<file path="src/rtl/strx_pkg.sv">
package strx_pkg;
   typedef enum logic [2:0] {
      ST_IDLE  = 3'd0,
      ST_FETCH = 3'd1,
      ST_XFER  = 3'd2,
      ST_NEXT  = 3'd3,
      ST_FIN   = 3'd4
   } strx_state_e;
endpackage

</file>
<file path="src/rtl/strx_desc_mem.sv">
module strx_desc_mem #(
   parameter int DEPTH  = 8,
   parameter int DESC_W = 84,
   localparam int IDX_W = $clog2(DEPTH)
) (
   input  logic              clk,
   input  logic              rst_n,
   input  logic              lock,
   input  logic              wr_en,
   input  logic [IDX_W-1:0]  wr_idx,
   input  logic [DESC_W-1:0] wr_data,
   input  logic [IDX_W-1:0]  rd_idx_a,
   output logic [DESC_W-1:0] rd_data_a,
   input  logic [IDX_W-1:0]  rd_idx_b,
   output logic [DESC_W-1:0] rd_data_b
);
   logic [DESC_W-1:0] slots [DEPTH];

   generate
      for (genvar g = 0; g < DEPTH; g++) begin : g_slot
         always_ff @(posedge clk or negedge rst_n) begin
            if (!rst_n)
               slots[g] <= '0;
            else if (wr_en && !lock && (wr_idx == IDX_W'(g)))
               slots[g] <= wr_data;
         end
      end
   endgenerate

   assign rd_data_a = slots[rd_idx_a];
   assign rd_data_b = slots[rd_idx_b];


   locked_write_chk: assert property (@(posedge clk) disable iff (!rst_n)
      (lock && wr_en) |=> (slots[$past(wr_idx)] == $past(slots[wr_idx])));
endmodule

</file>
<file path="src/rtl/strx_addr_gen.sv">
module strx_addr_gen #(
   parameter int MM_AW    = 32,
   parameter int LM_AW    = 16,
   parameter int STRIDE_W = 16,
   parameter int CNT_W    = 16
) (
   input  logic                clk,
   input  logic                rst_n,
   input  logic                load,
   input  logic                step,
   input  logic [MM_AW-1:0]    mm_base,
   input  logic [LM_AW-1:0]    lm_base,
   input  logic [STRIDE_W-1:0] stride,
   input  logic [CNT_W-1:0]    count,
   output logic [MM_AW-1:0]    mm_addr,
   output logic [LM_AW-1:0]    lm_addr,
   output logic                final_elem
);
   logic [MM_AW-1:0] stride_ext;
   logic [MM_AW-1:0] mm_ptr;
   logic [LM_AW-1:0] lm_ptr;
   logic [CNT_W-1:0] remain;

   generate
      if (STRIDE_W < MM_AW) begin : g_sext
         assign stride_ext = {{(MM_AW-STRIDE_W){stride[STRIDE_W-1]}}, stride};
      end else begin : g_trunc
         assign stride_ext = stride[MM_AW-1:0];
      end
   endgenerate

   always_ff @(posedge clk or negedge rst_n) begin
      if (!rst_n) begin
         mm_ptr <= '0;
         lm_ptr <= '0;
         remain <= '0;
      end else if (load) begin
         mm_ptr <= mm_base;
         lm_ptr <= lm_base;
         remain <= count;
      end else if (step) begin
         mm_ptr <= mm_ptr + stride_ext;
         lm_ptr <= lm_ptr + LM_AW'(1);
         remain <= remain - CNT_W'(1);
      end
   end

   assign mm_addr    = mm_ptr;
   assign lm_addr    = lm_ptr;
   assign final_elem = (remain == CNT_W'(1));


   stride_step_chk: assert property (@(posedge clk) disable iff (!rst_n)
      (step && !load) |=> (mm_ptr == $past(mm_ptr) + $past(stride_ext)) &&
                          (lm_ptr == $past(lm_ptr) + LM_AW'(1)));

   hold_chk: assert property (@(posedge clk) disable iff (!rst_n)
      (!step && !load) |=> ($stable(mm_ptr) && $stable(lm_ptr) && $stable(remain)));
endmodule

</file>
<file path="src/rtl/strx_cs_dec.sv">
module strx_cs_dec #(
   parameter int N_MOD = 4,
   parameter int SEL_W = 2
) (
   input  logic             clk,
   input  logic             rst_n,
   input  logic             en,
   input  logic [SEL_W-1:0] sel,
   output logic [N_MOD-1:0] cs
);
   generate
      for (genvar g = 0; g < N_MOD; g++) begin : g_cs
         assign cs[g] = en && (sel == SEL_W'(g));
      end
   endgenerate


   cs_onehot_chk: assert property (@(posedge clk) disable iff (!rst_n)
      $onehot0(cs));

   cs_present_chk: assert property (@(posedge clk) disable iff (!rst_n)
      (en && (int'(sel) < N_MOD)) |-> ($countones(cs) == 1));
endmodule

</file>
<file path="src/rtl/strx_seq.sv">
module strx_seq
   import strx_pkg::*;
#(
   parameter int DEPTH = 8,
   localparam int IDX_W = $clog2(DEPTH)
) (
   input  logic             clk,
   input  logic             rst_n,
   input  logic             start,
   input  logic [IDX_W-1:0] start_idx,
   input  logic             cnt_zero,
   input  logic             desc_last,
   input  logic             final_elem,
   input  logic             mm_ready,
   output logic [IDX_W-1:0] idx,
   output logic             load,
   output logic             step,
   output logic             active,
   output logic             busy,
   output logic             done
);
   strx_state_e state, state_nx;
   logic [IDX_W-1:0] idx_nx;

   always_comb begin
      state_nx = state;
      idx_nx   = idx;
      unique case (state)
         ST_IDLE: if (start) begin
            state_nx = ST_FETCH;
            idx_nx   = start_idx;
         end
         ST_FETCH: state_nx = cnt_zero ? ST_NEXT : ST_XFER;
         ST_XFER:  if (mm_ready && final_elem) state_nx = ST_NEXT;
         ST_NEXT: begin
            if (desc_last) begin
               state_nx = ST_FIN;
            end else begin
               state_nx = ST_FETCH;
               idx_nx   = (idx == IDX_W'(DEPTH-1)) ? '0 : idx + IDX_W'(1);
            end
         end
         ST_FIN:   state_nx = ST_IDLE;
         default:  state_nx = ST_IDLE;
      endcase
   end

   always_ff @(posedge clk or negedge rst_n) begin
      if (!rst_n) begin
         state <= ST_IDLE;
         idx   <= '0;
      end else begin
         state <= state_nx;
         idx   <= idx_nx;
      end
   end

   assign load   = (state == ST_FETCH);
   assign active = (state == ST_XFER);
   assign step   = active && mm_ready;
   assign busy   = (state != ST_IDLE);
   assign done   = (state == ST_FIN);


   done_pulse_chk: assert property (@(posedge clk) disable iff (!rst_n)
      done |=> (!done && !busy));

   stall_keep_chk: assert property (@(posedge clk) disable iff (!rst_n)
      (active && !mm_ready) |=> active);

   busy_after_start_chk: assert property (@(posedge clk) disable iff (!rst_n)
      (!busy && start) |=> busy);

   start_ignored_chk: assert property (@(posedge clk) disable iff (!rst_n)
      (busy && !load && !(state == ST_NEXT)) |=> $stable(idx));
endmodule

</file>
<file path="src/rtl/strx_engine.sv">
module strx_engine #(
   parameter int MM_AW    = 32,
   parameter int LM_AW    = 16,
   parameter int STRIDE_W = 16,
   parameter int CNT_W    = 16,
   parameter int DATA_W   = 32,
   parameter int DEPTH    = 8,
   parameter int N_MOD    = 4,
   localparam int IDX_W   = $clog2(DEPTH),
   localparam int SEL_W   = (N_MOD > 1) ? $clog2(N_MOD) : 1,
   localparam int DESC_W  = MM_AW + LM_AW + STRIDE_W + CNT_W + SEL_W + 2
) (
   input  logic              clk,
   input  logic              rst_n,
   input  logic              cfg_we,
   input  logic [IDX_W-1:0]  cfg_waddr,
   input  logic [DESC_W-1:0] cfg_wdata,
   input  logic [IDX_W-1:0]  cfg_raddr,
   output logic [DESC_W-1:0] cfg_rdata,
   input  logic              start,
   input  logic [IDX_W-1:0]  start_idx,
   output logic              busy,
   output logic              done,
   output logic              mm_req,
   output logic              mm_we,
   output logic [N_MOD-1:0]  mm_cs,
   output logic [MM_AW-1:0]  mm_addr,
   output logic [DATA_W-1:0] mm_wdata,
   input  logic [DATA_W-1:0] mm_rdata,
   input  logic              mm_ready,
   output logic              lm_req,
   output logic              lm_we,
   output logic [LM_AW-1:0]  lm_addr,
   output logic [DATA_W-1:0] lm_wdata,
   input  logic [DATA_W-1:0] lm_rdata
);
   localparam int O_SEL = 1;
   localparam int O_DIR = O_SEL + SEL_W;
   localparam int O_CNT = O_DIR + 1;
   localparam int O_STR = O_CNT + CNT_W;
   localparam int O_LMB = O_STR + STRIDE_W;
   localparam int O_MMB = O_LMB + LM_AW;

   generate
      if (DEPTH < 2 || (1 << IDX_W) != DEPTH) begin : g_bad_depth
         $error("strx_engine: DEPTH must be a power of two of at least 2");
      end
      if (N_MOD < 1 || N_MOD > (1 << SEL_W)) begin : g_bad_mod
         $error("strx_engine: N_MOD out of range");
      end
      if (STRIDE_W < 2 || CNT_W < 1 || LM_AW < 1 || MM_AW < 2) begin : g_bad_w
         $error("strx_engine: field widths too small");
      end
   endgenerate

   logic [IDX_W-1:0]    cur_idx;
   logic [DESC_W-1:0]   cur_desc;
   logic                load, step, active, final_elem;
   logic                d_last, d_dir;
   logic [SEL_W-1:0]    d_sel;
   logic [CNT_W-1:0]    d_cnt;
   logic [STRIDE_W-1:0] d_stride;
   logic [LM_AW-1:0]    d_lmb;
   logic [MM_AW-1:0]    d_mmb;

   assign d_last   = cur_desc[0];
   assign d_sel    = cur_desc[O_SEL +: SEL_W];
   assign d_dir    = cur_desc[O_DIR];
   assign d_cnt    = cur_desc[O_CNT +: CNT_W];
   assign d_stride = cur_desc[O_STR +: STRIDE_W];
   assign d_lmb    = cur_desc[O_LMB +: LM_AW];
   assign d_mmb    = cur_desc[O_MMB +: MM_AW];

   strx_desc_mem #(.DEPTH(DEPTH), .DESC_W(DESC_W)) u_mem (
      .clk       (clk),
      .rst_n     (rst_n),
      .lock      (busy),
      .wr_en     (cfg_we),
      .wr_idx    (cfg_waddr),
      .wr_data   (cfg_wdata),
      .rd_idx_a  (cfg_raddr),
      .rd_data_a (cfg_rdata),
      .rd_idx_b  (cur_idx),
      .rd_data_b (cur_desc)
   );

   strx_seq #(.DEPTH(DEPTH)) u_seq (
      .clk        (clk),
      .rst_n      (rst_n),
      .start      (start),
      .start_idx  (start_idx),
      .cnt_zero   (d_cnt == '0),
      .desc_last  (d_last),
      .final_elem (final_elem),
      .mm_ready   (mm_ready),
      .idx        (cur_idx),
      .load       (load),
      .step       (step),
      .active     (active),
      .busy       (busy),
      .done       (done)
   );

   strx_addr_gen #(.MM_AW(MM_AW), .LM_AW(LM_AW), .STRIDE_W(STRIDE_W), .CNT_W(CNT_W)) u_agen (
      .clk        (clk),
      .rst_n      (rst_n),
      .load       (load),
      .step       (step),
      .mm_base    (d_mmb),
      .lm_base    (d_lmb),
      .stride     (d_stride),
      .count      (d_cnt),
      .mm_addr    (mm_addr),
      .lm_addr    (lm_addr),
      .final_elem (final_elem)
   );

   strx_cs_dec #(.N_MOD(N_MOD), .SEL_W(SEL_W)) u_cs (
      .clk   (clk),
      .rst_n (rst_n),
      .en    (active),
      .sel   (d_sel),
      .cs    (mm_cs)
   );

   assign mm_req   = active;
   assign mm_we    = active && d_dir;
   assign lm_req   = active;
   assign lm_we    = active && !d_dir && mm_ready;
   assign mm_wdata = lm_rdata;
   assign lm_wdata = mm_rdata;


   dir_exclusive_chk: assert property (@(posedge clk) disable iff (!rst_n)
      !(mm_we && lm_we));

   cs_gated_chk: assert property (@(posedge clk) disable iff (!rst_n)
      !mm_req |-> (mm_cs == '0));
endmodule

</file>
<file path="config.mk">
export PLATFORM = sky130hd
export DESIGN_NAME = strx_engine
export DESIGN_NICKNAME = d
export VERILOG_FILES = /design/src/rtl/strx_pkg.sv /design/src/rtl/strx_desc_mem.sv /design/src/rtl/strx_addr_gen.sv /design/src/rtl/strx_cs_dec.sv /design/src/rtl/strx_seq.sv /design/src/rtl/strx_engine.sv
export SDC_FILE = /design/constraint.sdc
export NUM_CORES = 1
export LEC_CHECK = 0
export BUFFER_PORTS_ARGS = -buffer_cell sky130_fd_sc_hd__buf_4
export CORE_MARGIN = 5
export CORE_UTILIZATION = 55
export CTS_CLUSTER_DIAMETER = 150
export DETAILED_ROUTE_END_ITERATION = 16
export MAX_ROUTING_LAYER = met4
export PLACE_DENSITY = 0.74
export REMOVE_ABC_BUFFERS = 1
export SLEW_MARGIN = 20
export SYNTH_ARGS = -nofsm -noshare
export SYNTH_HDL_FRONTEND = slang
export SYNTH_SLANG_ARGS = --single-unit
</file>
<file path="constraint.sdc">
create_clock -name clk -period 3.95 [get_ports clk]
set_input_delay 0.395 -clock clk [delete_from_list [all_inputs] [get_ports clk]]
set_output_delay 0.395 -clock clk [all_outputs]
set_load 0.02 [all_outputs]
</file>
==> impl_metrics.tcl <==
set metrics [dict create \
    peakVddDrop_mv 0.357 \
    period_needed_ps 3760 \
    power_switching_w 0.00351 \
    arrival_ps 4260 \
    worst_path_most_repeated_cell "o211ai_1" \
    synthArstFlopShare 1.00 \
    ys_ff_latch 742 \
    maxCapViolations 0 \
    cell_internal_pwr_w 0.0126 \
    row_count 99 \
    synth.avg_cell_area_sq_um 14.7 \
    outcome "finished clean" \
    area_growth_pct 14.0 \
    drive_gt1_frac 0.546 \
    grt_first_pass_wirelength_mm 176 \
    setup_tns_ps 0 \
    cts-buffers-inserted 81 \
    synth_area_sq_um 40400 \
    swShare 0.218 \
    overflow 0 \
    clkTransAtPathRegs_ps 60 \
    dpl.hpwl_mm 73.5 \
    cpPeakStageDelay_ps 520 \
    design_area_sq_um 46100 \
    finalCritPeriodShare 0.952 \
    fillers 5254 \
    seq_area_frac_synth 0.459 \
    track_usage 0.301 \
    grt_pass1_vias 28207 \
    hold_violations 0 \
    synth_ff_type "dfrtp_1" \
    initial_utilization 0.554 \
    place_area_sq_um 43100 \
    gp_congestion 0.921 \
    final.setup_skew_ps 32.1 \
    min-delay-path-class "input port to register" \
    portBuffers 239 \
    worst_setup_path_start_kind "register" \
    report.final.slew_viol_count 0 \
    cts_root_buffer "clkbuf_16" \
    wl_mm 115 \
    setup_viol 0 \
    worstSetupPathType "register to register" \
    chipHeight_microns 281 \
    core_region_area_sq_um 73000 \
    r2r_slack_ps 190 \
    clk_path_buf_depth 3 \
    p_seq_frac 0.472 \
    rsz0062_at_grt "false" \
    leakage_nw 21.6 \
    grt_max_degree 99 \
    pwr-share-comb 0.035 \
    synthCells 2750 \
    required_ps 4450 \
    drc 0 \
    vias_per_cell 6.67 \
    h-tree-depth 3 \
    timing.fmax_ghz 0.266 \
    power_frac_clock 0.492 \
    ys_warn_count 0 \
    layout.nets 3105 \
    die_w_microns 281 \
    clock_latency_ps 630 \
    relSlewSlack 0.418 \
    ios 368 \
    powerDensity_nw_per_um2 349 \
    vias 26241 \
    critPathCaptureType "register" \
    post_drt_wl_per_cell_microns 29.3 \
    drtPass1Iterations 7 \
    drtIter0Drc 2292 \
    cp_max_fo 5 \
    cts_tree "yes" \
    synth_edf_count 0 \
    antenna_left 0 \
    worstMarginPinSlew_ps 872 \
    worstPathCellList "mux4_2 -> mux2_2 -> ha_1 -> fa_2 -> a21oi_2 -> o211ai_1 -> a22oi_2 -> a31oi_4 -> a221oi_2 -> buf_4 -> o211ai_1 -> mux2i_1 -> o21ai_1" \
    antenna_found_initial 7 \
    slowest_stage "mux4_2" \
    cts_sinks 742 \
    die-area_sq_um 79100 \
    ys_types 73 \
]
-- final timing paths --
check,start,endpoint,cells after the start
setup reg to reg,u_seq.idx[0],u_agen.mm_addr[30],13
hold reg to reg,u_agen.remain[11],u_agen.remain[11],1
setup / recovery,u_seq.idx[0],u_agen.mm_addr[30],13
max in group asynchronous,rst_n,u_mem.slots[220],4
hold / removal,cfg_wdata[49],u_mem.slots[217],2
min in group asynchronous,rst_n,u_mem.slots[576],2
-- power by group through the flow --
stage,logic (W),registers (W),clock network (W)
after floorplan,0.0000875,0.00774,0
after global placement,0.000564,0.00774,0
after detailed placement,0.000582,0.00774,0
after CTS,0.000585,0.00760,0.00806
after global routing,0.000628,0.00760,0.00839
final,0.000571,0.00760,0.00792
-- cells in the final DEF, fill, tap and decap left out, types with 14 or more instances in the layout --
cell type and instances:
a211oi_1 20, a21oi_1 62, a31oi_1 15, buf_12 28
buf_4 305, clkbuf_1 20, clkbuf_16 84, clkbuf_8 18
dfrtp_1 739, ha_1 36, mux2_2 778, mux2i_1 64
mux4_2 334, nand2_1 68, nand3_1 14, nand4_1 18
nor2_1 74, nor3_1 14, o21ai_0 47, xnor2_1 27
-- cells in the mapped netlist (4+ instances only) --
library cell	instances	share of area
mux2_2	778	0.22
dfrtp_1	742	0.46
mux4_2	334	0.19
buf_2	101	0.012
nor2_1	76	0.0071
buf_4	74	0.014
clkbuf_1	72	0.0067
nand2_1	70	0.0065
mux2i_1	65	0.016
a21oi_1	64	0.0079
o21ai_0	49	0.0061
ha_1	36	0.011
xnor2_1	27	0.0058
a211oi_1	23	0.0043
nand4_1	18	0.0028
buf_1	17	0.0016
a31oi_1	15	0.0023
nand3_1	15	0.0019
nor3_1	15	0.0019
inv_1	14	0.0013
o211ai_1	13	0.0024
xor2_1	13	0.0028
nor2b_1	11	0.0017
a21o_1	10	0.0019
nor4_1	9	0.0014
o21ai_1	6	0.00074
and2_1	5	0.00077
o221ai_1	5	0.0011
a22oi_1	4	0.00074
nand3b_1	4	0.00074
o21a_1	4	0.00074
-- through the flow --
stage	setup slack (ps)	hold WS (ps)	power (W)	std cells	util
after global placement	94.5	470	0.00830	3773	0.591
after floorplan	-5730	99.4	0.00783	2482	-
after global routing	12.4	44.3	0.0166	3935	0.632
after CTS	15.4	24.0	0.0162	3920	0.629
after detailed placement	35.2	483	0.00832	3773	0.591
final	190	55.3	0.0161	3935	0.632
-- state kept, by name, summed over array words and instances (netlist names) --
name	count
u_agen.mm_addr	32
u_seq.idx	3
u_mem.slots	672
u_agen.remain	16
u_seq.state	3
u_agen.lm_addr	16
-- area by class of cell --
cell class	instances	area, sq um	area share
diodes	7	17.5	0.000380
inverters	15	58.8	0.00128
multi-input cells	1725	20500	0.445
well taps	959	1200	0.0260
clock buffers	121	2400	0.0520
clock inverters	25	373	0.00809
flip-flops and latches	742	18600	0.403
repair buffers	341	2980	0.0646
-- layer usage --
metal / global-route usage / up-vias / share of wire
met1: 0.406 / 14187 / 0.42
met3: 0.0858 / 156 / 0.082
met5: - / - / 0
met2: 0.463 / 1036 / 0.48
met4: 0.0670 / 0 / 0.020
li1: - / 10862 / -
-- worst max-delay path: cells and delay by family, from the launching register on --
| kind | cells | cell delay, ps |
|---|---|---|
| buffers and inverters | 1 | 170 |
| multiplexers | 3 | 970 |
| AO/OA/AOI/OAI | 7 | 1330 |
| flip-flops | 1 | 480 |
| adder cells (fa/ha/maj) | 2 | 680 |
-- logic make-up (layout without fill, tap and decap cells) --
logic type               after synthesis  in the layout  synth area share
other                                  0              7                 0
flip-flops                           742            742             0.459
multiplexers                        1178           1178             0.419
AND/OR/NAND/NOR                      247            247            0.0299
XOR/XNOR                              40             40           0.00866
AO/OA/AOI/OAI                        223            223            0.0352
buffers and inverters                283            502            0.0365
adder cells (fa/ha/maj)               37             37            0.0116
-- timing repair --
action                     in CTS  in global routing
gates resized for setup         0                 16
hold buffers                    1                  0
setup buffers                   0                  7
setup endpoints to repair       0                  8
hold endpoints to repair       76                  0
(Power assumes the default switching activity.)
